## src/rtl/ptw_pkg.sv

```systemverilog
package ptw_pkg;
    localparam int ADDR_W  = 32;
    localparam int IDX_W   = 10;
    localparam int OFF_W   = 12;
    localparam int ENT_LG  = 2;
    localparam int FRAME_W = ADDR_W - OFF_W;
    localparam int L2_LSB  = OFF_W;
    localparam int L1_LSB  = OFF_W + IDX_W;

    localparam int BIT_PRESENT = 0;
    localparam int BIT_WRITE   = 1;
    localparam int BIT_USER    = 2;
    localparam int BIT_LARGE   = 7;

    typedef enum logic [2:0] {
        ST_IDLE,
        ST_READ_DIR,
        ST_WAIT_DIR,
        ST_READ_PTE,
        ST_WAIT_PTE,
        ST_DONE,
        ST_FAULT
    } walk_state_e;

    typedef enum logic [1:0] {
        CAUSE_NONE   = 2'd0,
        CAUSE_ABSENT = 2'd1,
        CAUSE_WRITE  = 2'd2,
        CAUSE_USER   = 2'd3
    } fault_cause_e;

    typedef struct packed {
        walk_state_e          state;
        logic [ADDR_W-1:0]    vaddr;
        logic                 is_write;
        logic                 is_user;
        logic [ADDR_W-1:0]    root;
        logic [FRAME_W-1:0]   dir_frame;
        logic [ADDR_W-1:0]    paddr;
        fault_cause_e         cause;
        logic [1:0]           level;
    } walk_regs_t;
endpackage

```

## src/rtl/ptw_entry_addr.sv

```systemverilog
module ptw_entry_addr
    import ptw_pkg::*;
(
    input  logic [ADDR_W-1:0] table_base,
    input  logic [IDX_W-1:0]  index,
    output logic [ADDR_W-1:0] entry_addr
);
    localparam int PAD_W = ADDR_W - IDX_W - ENT_LG;

    assign entry_addr = table_base + {{PAD_W{1'b0}}, index, {ENT_LG{1'b0}}};
endmodule

```

## src/rtl/ptw_entry_check.sv

```systemverilog
module ptw_entry_check
    import ptw_pkg::*;
(
    input  logic         present,
    input  logic         writable,
    input  logic         user_ok,
    input  logic         is_write,
    input  logic         is_user,
    output fault_cause_e cause
);
    always_comb begin
        if (!present) begin
            cause = CAUSE_ABSENT;
        end else if (is_write && !writable) begin
            cause = CAUSE_WRITE;
        end else if (is_user && !user_ok) begin
            cause = CAUSE_USER;
        end else begin
            cause = CAUSE_NONE;
        end
    end
endmodule

```

## src/rtl/ptw_walker.sv

```systemverilog
module ptw_walker
    import ptw_pkg::*;
(
    input  logic              clk,
    input  logic              rst_n,
    input  logic              req_valid,
    output logic              req_ready,
    input  logic [31:0]       req_vaddr,
    input  logic              req_write,
    input  logic              req_user,
    input  logic [31:0]       table_root,
    output logic              mem_req_valid,
    input  logic              mem_req_ready,
    output logic [31:0]       mem_req_addr,
    input  logic              mem_rsp_valid,
    input  logic [31:0]       mem_rsp_data,
    output logic              done_valid,
    output logic [31:0]       done_paddr,
    output logic              fault_valid,
    output logic [1:0]        fault_cause,
    output logic [1:0]        fault_level
);
    walk_regs_t q, d;

    logic [ADDR_W-1:0] dir_addr;
    logic [ADDR_W-1:0] pte_addr;
    fault_cause_e      rsp_cause;
    logic              unused_entry_bits;

    assign unused_entry_bits = ^{mem_rsp_data[OFF_W-1:BIT_LARGE+1],
                                 mem_rsp_data[BIT_LARGE-1:BIT_USER+1]};

    ptw_entry_addr u_dir_addr (
        .table_base (q.root),
        .index      (q.vaddr[L1_LSB +: IDX_W]),
        .entry_addr (dir_addr)
    );

    ptw_entry_addr u_pte_addr (
        .table_base ({q.dir_frame, {OFF_W{1'b0}}}),
        .index      (q.vaddr[L2_LSB +: IDX_W]),
        .entry_addr (pte_addr)
    );

    ptw_entry_check u_check (
        .present  (mem_rsp_data[BIT_PRESENT]),
        .writable (mem_rsp_data[BIT_WRITE]),
        .user_ok  (mem_rsp_data[BIT_USER]),
        .is_write (q.is_write),
        .is_user  (q.is_user),
        .cause    (rsp_cause)
    );

    always_comb begin
        d = q;
        case (q.state)
            ST_IDLE: begin
                if (req_valid) begin
                    d.state    = ST_READ_DIR;
                    d.vaddr    = req_vaddr;
                    d.is_write = req_write;
                    d.is_user  = req_user;
                    d.root     = table_root;
                    d.cause    = CAUSE_NONE;
                    d.level    = 2'd0;
                end
            end
            ST_READ_DIR: begin
                if (mem_req_ready) begin
                    d.state = ST_WAIT_DIR;
                end
            end
            ST_WAIT_DIR: begin
                if (mem_rsp_valid) begin
                    d.dir_frame = mem_rsp_data[ADDR_W-1:OFF_W];
                    if (rsp_cause != CAUSE_NONE) begin
                        d.state = ST_FAULT;
                        d.cause = rsp_cause;
                        d.level = 2'd1;
                    end else if (mem_rsp_data[BIT_LARGE]) begin
                        d.state = ST_DONE;
                        d.paddr = {mem_rsp_data[ADDR_W-1:L1_LSB], q.vaddr[L1_LSB-1:0]};
                    end else begin
                        d.state = ST_READ_PTE;
                    end
                end
            end
            ST_READ_PTE: begin
                if (mem_req_ready) begin
                    d.state = ST_WAIT_PTE;
                end
            end
            ST_WAIT_PTE: begin
                if (mem_rsp_valid) begin
                    if (rsp_cause != CAUSE_NONE) begin
                        d.state = ST_FAULT;
                        d.cause = rsp_cause;
                        d.level = 2'd2;
                    end else begin
                        d.state = ST_DONE;
                        d.paddr = {mem_rsp_data[ADDR_W-1:OFF_W], q.vaddr[OFF_W-1:0]};
                    end
                end
            end
            ST_DONE:  d.state = ST_IDLE;
            ST_FAULT: d.state = ST_IDLE;
            default:  d.state = ST_IDLE;
        endcase
    end

    always_ff @(posedge clk or negedge rst_n) begin
        if (!rst_n) begin
            q <= '0;
        end else begin
            q <= d;
        end
    end

    assign req_ready     = (q.state == ST_IDLE);
    assign mem_req_valid = (q.state == ST_READ_DIR) || (q.state == ST_READ_PTE);
    assign mem_req_addr  = (q.state == ST_READ_PTE) ? pte_addr : dir_addr;
    assign done_valid    = (q.state == ST_DONE);
    assign done_paddr    = q.paddr;
    assign fault_valid   = (q.state == ST_FAULT);
    assign fault_cause   = (q.state == ST_FAULT) ? q.cause : CAUSE_NONE;
    assign fault_level   = (q.state == ST_FAULT) ? q.level : 2'd0;
endmodule

```

## config.mk

```make
export PLATFORM = sky130hd
export DESIGN_NAME = ptw_walker
export DESIGN_NICKNAME = d
export VERILOG_FILES = /design/src/rtl/ptw_pkg.sv /design/src/rtl/ptw_entry_addr.sv /design/src/rtl/ptw_entry_check.sv /design/src/rtl/ptw_walker.sv
export SDC_FILE = /design/constraint.sdc
export NUM_CORES = 1
export LEC_CHECK = 0
export CAP_MARGIN = 5
export CELL_PAD_IN_SITES_DETAIL_PLACEMENT = 1
export CELL_PAD_IN_SITES_GLOBAL_PLACEMENT = 2
export CORE_UTILIZATION = 30
export DETAILED_ROUTE_END_ITERATION = 6
export GPL_TIMING_DRIVEN = 0
export PLACE_DENSITY_LB_ADDON = 0.1
export SYNTH_ARGS = -nofsm -noshare
export SYNTH_HDL_FRONTEND = slang
export SYNTH_HIERARCHICAL = 1
export SYNTH_SLANG_ARGS = --single-unit
```

## constraint.sdc

```tcl
create_clock -name clk -period 2.6 [get_ports clk]
set_input_delay 0.52 -clock clk [delete_from_list [all_inputs] [get_ports clk]]
set_output_delay 0.52 -clock clk [all_outputs]
set_load 0.1 [all_outputs]
```

== Word level (Yosys, flattened, before mapping) ==
Cells that the tools add are included.
Storage, ports and cells
  bits in registers: 125
  output and inout bits: 72
Operators by class
  mux-type cells: 25
  $add $sub $neg: 2
  equal/unequal tests: 16
  reductions and logical operators: 14
Operator list (count)
  32-bit two-way mux: 4
  36-bit two-way mux: 2
  69-bit two-way mux: 1
  32-bit by 12-bit adder with 32-bit output: 2
  32-bit case mux with 2 select lines: 1
  2-bit != test, second input constant: 10
  3-bit two-way mux: 6
  3-bit case mux with 5 select lines: 1
  2-bit two-way mux: 6
  4-bit two-way mux: 3
  4-bit case mux with 3 select lines: 1
  6-bit AND reduction: 2
  3-bit == test, second input constant: 3
  3-bit by 2-bit == test with 1-bit output, second input constant: 2
  5-bit AND reduction: 1
  2-bit AND reduction: 2
  2-bit nonzero test: 2
  3-bit by 1-bit == test with 1-bit output, second input constant: 1
  3-bit logical NOT: 1
  3-bit nonzero test: 1
  1-bit logical AND: 2
  1-bit logical NOT: 2
  1-bit logical OR: 1

== Depth between registers and ports, before layout ==
Gate-level depths: netlist of the first run.
  word-level depth: 9
  depth in mapped cells: 11

== Cells and area by module ==
The synthesis of the first run kept the hierarchy.
Modules (own cells, without submodules)
  ptw_walker: area each 5624.1 um2, cells each 386, times used 1, seq. area each 3128.0 um2
  ptw_entry_addr: area each 879.6 um2, cells each 121, times used 2, seq. area each 0.0 um2
  ptw_entry_check: area each 31.3 um2, cells each 5, times used 1, seq. area each 0.0 um2

== Worst setup path before layout of the first run ==
No wires, ideal clock.
  path type: register -> register
  start point: reg q[122] (netlist bit)
  end point: reg q[100] (netlist bit)
  arrival: 3672 ps
  slack: -1196 ps
  data required time: 2475 ps
  period minus slack after synthesis: 3796 ps
  cell stages (with the launch flop): 7
  setup time: 125 ps
  path through: dfrtp_1 nor3_1 and2_1 buf_2 buf_2 buf_4 mux2_2
On the way
  cells in the longest elaborated chain, start to end: 2
Ends and longest elaborated chain
  start, declared: RTL line ptw_walker.sv:23  | walk_regs_t q, d;
  start signal, assigned: RTL line ptw_walker.sv:113  | q <= '0;
  start signal, assigned: RTL line ptw_walker.sv:115  | q <= d;
  3-bit logical NOT
  named net req_ready: RTL line ptw_walker.sv:7  | output logic req_ready,
  2-bit AND reduction (no source line)
The timed path passes the listed nets, and every way through them passes these cells.
A chain may end at the register's enable or synchronous reset.

== Worst setup path in the final report of the first run ==
  start point: reg q[58] (netlist bit)
  end point: out mem_req_addr[22]
On the way
  cells in the longest elaborated chain, start to end: 2
Ends and longest elaborated chain
  32-bit by 12-bit adder with 32-bit output: RTL line ptw_entry_addr.sv:10  | assign entry_addr = table_base + {{PAD_W{1'b0}}, index, {ENT_LG{1'b0}}};
  named net dir_addr[22]: RTL line ptw_walker.sv:25  | logic [ADDR_W-1:0] dir_addr;
  32-bit two-way mux: RTL line ptw_walker.sv:121  | assign mem_req_addr = (q.state == ST_READ_PTE) ? pte_addr : dir_addr;
  end, declared: RTL line ptw_walker.sv:14  | output logic [31:0] mem_req_addr,
The timed path passes the listed nets, and every way through them passes these cells.

==> results of run 1 <==
## sequential cells by signal, summed over array words and instances, names as in the netlist
signal	cells
q	93
done_paddr	32
## cells in the mapped netlist (11+ instances only)
library cell and n:
buf_4 44, inv_1 13, nand4_1 14, xnor2_1 32, xor2_1 22, nor3_1 11, dfrtp_1 125, buf_2 14
nand2_1 23, a21oi_1 19, nand3_1 11, ha_1 20, nor2_1 21, mux2_2 159
## path summary, 6_finish.rpt
check / slack (ns) / from / end / cells after the start
min in group clk: 0.51 / done_paddr[18] / done_paddr[18] / 1
min reg2reg: 0.51 / done_paddr[18] / done_paddr[18] / 1
max reg2reg: 0.24 / q[124] / done_paddr[21] / 8
min: 0.008 / rst_n / q[2] / 1
max: -0.95 / q[58] / mem_req_addr[22] / 12
max in group asynchronous: 1.81 / rst_n / done_paddr[25] / 2
## per-stage QoR
step | TNS [ns] | instance area, um^2 | std cells | util, % | hold slack [ns]
finish | -19.23 | 11090 | 1193 | 45.73 | 0.007889
global route | -22.66 | 11090 | 1193 | 45.73 | 0.02262
CTS | -19.03 | 10770 | 1180 | 44.43 | 0.01243
detailed placement | -40.73 | 9709 | 1136 | 40.04 | 0.4566
global placement | -548.44 | 9681 | 1135 | 39.92 | 0.4654
floorplan | -16.10 | 7614 | 645 | - | 0.2244
## logic make-up after synthesis
family,synth area share (%)
AO/OA/AOI/OAI,5.636
XOR/XNOR,6.598
adder cells (fa/ha/maj),4.050
buffers and inverters,6.716
flip-flops,42.19
multiplexers,25.11
other,0.05058
AND/OR/NAND/NOR,9.652
## what timing repair did
action,4_1_cts,5_1_grt
gates cloned,1,0
gates resized for setup,307,51
pin swaps,8,13
setup endpoints to repair,40,33
buffers inserted,12,15
## per-layer routing
metal	track usage [%]	wire length, um	vias to the layer above
met3	3.438	628	6
met4	3.497	98	0
met5	0	0	-
li1	-	-	2653
met2	32.58	11650	101
met1	21.26	9023	2873
## critical path, cell delays in order, from the launching register on
cell       delay [ns]
dfrtp_1          0.37
ha_2             0.21
inv_2            0.04
fa_2             0.33
and2b_2          0.25
o2111ai_4        0.13
a21oi_2          0.18
o41a_1           0.17
buf_6            0.17
nand4_1          0.13
xnor2_1          0.17
mux2_4           0.28
buf_12           0.17
## cell type report
| class | instances | area share, % |
|---|---|---|
| Multi-Input combinational cell | 440 | 37.36 |
| Clock inverter | 14 | 1.636 |
| Sequential cell | 125 | 28.22 |
| Timing Repair Buffer | 193 | 20.56 |
| Buffer | 66 | 4.220 |
| Clock buffer | 18 | 3.870 |
| Tap cell | 324 | 3.656 |
| Inverter | 13 | 0.4739 |
==> reports/qor.txt, run 1 <==
Final WL -> 21,400 um
I/O pin count -> 175
Failing checks -> setup timing
Placement Setup Slack -> -1.450 ns
Worst setup SP type -> flip-flop
GRT overflow -> 0
Layout cells sized above 1 -> 43.15%
Std-Cell Rows -> 57
Synth top area share -> 42.19%
Worst-skew pair later-pin latency -> 0.42 ns
ANT nets after route -> 0
Kind of critical path -> flip-flop to output pin
Arrival time worst endpoint -> 3.03 ns
Ys async rst share -> 100.0%
Number of diodes -> 0
Yosys reg bits -> 125
Tcrit/Tclk final -> 136.6%
Pin count of the biggest net entering global routing -> 89
CTS Sinks -> 125
CP Capture Type -> output pin
Final setup violation count -> 28
First-pass iteration count of the detailed router -> 5
TritonCTS clock tree -> done
DR WL/cell -> 17.93 um
Commonest non-fill, non-tap cell in the layout -> mux2_2
Post-synth EDFFs -> 0
Crit path max fanout -> 10
Antenna violations before repair -> 0
GRT Util Overall -> 17.68%
DRC errors left -> 0
Max-slew headroom -> 33.54%
Vias in the first global route -> 6,216
Unrepaired setup endpoints after global routing -> yes
Final setup margin -> -0.9512 ns
Die area -> 0.02535 mm^2
Ys Warns -> 6
Global-route wire length before repair -> 34,780 um
Setup Skew -> 0.01102 ns
Via-to-Cell Ratio -> 4.722
Fillers -> 2,548
CTS buffer count -> 17
Syn Area/Cell -> 11.71 um^2
Commonest non-fill, non-tap cells in the layout -> mux2_2, clkdlybuf4s50_1, dfrtp_1, buf_4, buf_12
Worst-Margin Slew -> 0.9938 ns
Status -> finished, violations left
Cell taking the most area after synthesis -> dfrtp_1
Register area share after synthesis -> 42.19%
Min cycle time layout -> 3.551 ns
Hold Buf Count CTS -> 0
Detailed Place HPWL -> 16,010 um
Max H-tree Level -> 4
Final hold vios -> 0
Synthesized area -> 0.007415 mm^2
Placer congestion estimate -> 0.7933
Area occupied by multi-input gates -> 0.004143 mm^2
Top FF cell, synth -> dfrtp_1
Worst Hold Class -> primary input to async pin
Die X -> 159.2 um
Die Ht -> 159.2 um
Vias -> 5,633
Clk root buf -> clkbuf_16
Worst-path clk slew -> 0.07 ns
Max-cap violation count -> 0
# port buffers -> 166
Final Net Count -> 981
Initial Util -> 30.58%
Area delta synth->final -> 49.54%
Mapped Cells -> 633
Reg area -> 0.003129 mm^2
Largest cells by area after synthesis -> dfrtp_1, mux2_2, buf_4
Starting DRT DRC Count -> 139
Critical path data required time -> 2.08 ns
Unique masters post-synth -> 56
Core box area -> 0.02425 mm^2
Fin. max-slew vios -> 0
Max Clk Rate -> 281.6 MHz
Clock buffer depth -> 2
Power of run 1 is not shown: default switching activity piles up to over one toggle a cycle in this logic, so the estimate is an artifact.
==> inputs of run 2 (changes only) <==
--- a/config.mk
+++ b/config.mk
@@ -8,10 +8,11 @@
 export CAP_MARGIN = 5
 export CELL_PAD_IN_SITES_DETAIL_PLACEMENT = 1
 export CELL_PAD_IN_SITES_GLOBAL_PLACEMENT = 2
+export CORE_MARGIN = 2
 export CORE_UTILIZATION = 30
 export DETAILED_ROUTE_END_ITERATION = 6
 export GPL_TIMING_DRIVEN = 0
-export PLACE_DENSITY_LB_ADDON = 0.1
+export PLACE_DENSITY = 0.8
 export SYNTH_ARGS = -nofsm -noshare
 export SYNTH_HDL_FRONTEND = slang
 export SYNTH_HIERARCHICAL = 1
==> reports/qor.txt, run 2 (synthesis results as in run 1) <==
Clk root buf -> clkbuf_16
Max reg flops -> 93
Max-slew headroom -> 33.09%
Hold Buf Count CTS -> 0
Final setup violation count -> 27
FF-to-FF End -> q[58]
Vias -> 5,567
Global-route wire length before repair -> 33,410 um
Failing checks -> setup timing
Worst-skew pair later-pin latency -> 0.43 ns
Worst-path clk slew -> 0.06 ns
First-pass iteration count of the detailed router -> 4
Setup Skew -> 0.009142 ns
Std-Cell Rows -> 57
Final setup margin -> -0.9246 ns
CTS Sinks -> 125
Fillers -> 2,562
Fin. max-slew vios -> 0
Worst setup SP type -> flip-flop
Slack of the worst reg-to-reg path -> 0.39 ns
Pin count of the biggest net entering global routing -> 75
Final hold vios -> 0
DRC errors left -> 0
Die Ht -> 161.2 um
Detailed Place HPWL -> 15,270 um
Arrival time worst endpoint -> 3.00 ns
Path depth of the worst reg2reg path -> 7
Max Clk Rate -> 283.7 MHz
Final Hold Slack -> 0.1257 ns
Via-to-Cell Ratio -> 4.702
Unrepaired setup endpoints after global routing -> yes
Max-cap violation count -> 0
Vias in the first global route -> 5,892
Worst r2r src -> q[122]
Antenna violations before repair -> 0
Tcrit/Tclk final -> 135.6%
GRT Util Overall -> 16.59%
Number of diodes -> 0
Final Net Count -> 972
Clock buffer depth -> 2
TritonCTS clock tree -> done
I/O pin count -> 175
Die X -> 161.2 um
Critical path data required time -> 2.08 ns
Starting DRT DRC Count -> 176
CP Capture Type -> output pin
Reg with most FFs -> q
Commonest non-fill, non-tap cells in the layout -> mux2_2, dfrtp_1, clkdlybuf4s50_1, buf_4, xnor2_1
Layout cells sized above 1 -> 41.40%
Worst-Margin Slew -> 1.002 ns
Crit path max fanout -> 10
Placer congestion estimate -> 0.7646
Area delta synth->final -> 46.03%
Kind of critical path -> flip-flop to output pin
Initial Util -> 30.49%
GRT overflow -> 0
Final WL -> 20,890 um
ANT nets after route -> 0
# port buffers -> 166
Core box area -> 0.02432 mm^2
Status -> finished, violations left
Commonest non-fill, non-tap cell in the layout -> mux2_2
Die area -> 0.02599 mm^2
Worst Hold Class -> primary input to async pin
DR WL/cell -> 17.64 um
Max H-tree Level -> 4
Fin cells -> 1,184
Placed instance count -> 1,136
Min cycle time layout -> 3.525 ns
CTS buffer count -> 17
[run 2: cell count changes in the layout (fill, tap and decap cells not counted), sizes merged]
| cell | change |
|---|---|
| buf | -5 |
| clkdlybuf4s15 | -5 |
| clkdlybuf4s18 | +1 |
| clkdlybuf4s50 | -3 |
| clkinv | -1 |
| clkinvlp | +2 |
| dlymetal6s2s | +3 |
| inv | -1 |
[run 2: per-stage QoR]
step	TNS, ns	worst slack [ns]	instance area, um^2	util, %
global route	-21.84	-1.059	10830	44.52
finish	-18.57	-0.9246	10830	44.52
floorplan	-16.10	-0.7620	7614	-
detailed placement	-41.94	-1.431	9709	39.92
global placement	-588.35	-4.387	9681	39.81
CTS	-18.61	-0.9546	10660	43.83
[run 2: routing by layer]
metal	up-vias	track usage, %	part of all wire, %	wire length [um]
met2	125	26.63	47	9909
met1	2793	22.51	47	9791
met4	0	3.287	0.70	146
li1	2638	-	-	-
met5	-	0	0	0
met3	11	4.622	5.0	1044
[run 2: how the worst max path moves through the flow]
stage,start,end,slack (ns),cells past startpoint
after floorplan,q[124],fault_cause[0],-0.76,3
after global placement,rst_n,done_paddr[10],-4.39,1
after detailed placement,q[58],mem_req_addr[22],-1.43,12
after CTS,q[58],mem_req_addr[18],-0.95,12
after global routing,q[58],mem_req_addr[18],-1.06,12
final,q[58],mem_req_addr[28],-0.92,13
[run 2: critical path, cell delays in order, from the launching register on]
cell and delay (ns):
dfrtp_1 0.36, ha_2 0.19, inv_2 0.04, fa_2 0.34
and2b_1 0.24, o2111ai_2 0.15, a21oi_2 0.20, o41a_1 0.16
buf_6 0.17, buf_4 0.13, nand2_2 0.04, xnor2_1 0.12
mux2_4 0.28, buf_12 0.17
[run 2: timing repair]
action	4_1_cts	5_1_grt
setup buffers	10	7
gates resized for setup	292	48
pin swaps	6	7
endpoints found under the setup margin	40	37
[run 2: area by class of cell]
cell class	count	area (um^2)	share of cell area (%)
timing repair buffer	184	2092	19.32
sequential	125	3131	28.91
tap	324	405.4	3.744
buffer	66	476.7	4.403
inverter	13	52.55	0.4853
clock buffer	18	439.2	4.056
clock inverter	14	185.2	1.710
multi-input combinational	440	4046	37.37
Power of run 2 is left out for the same reason.
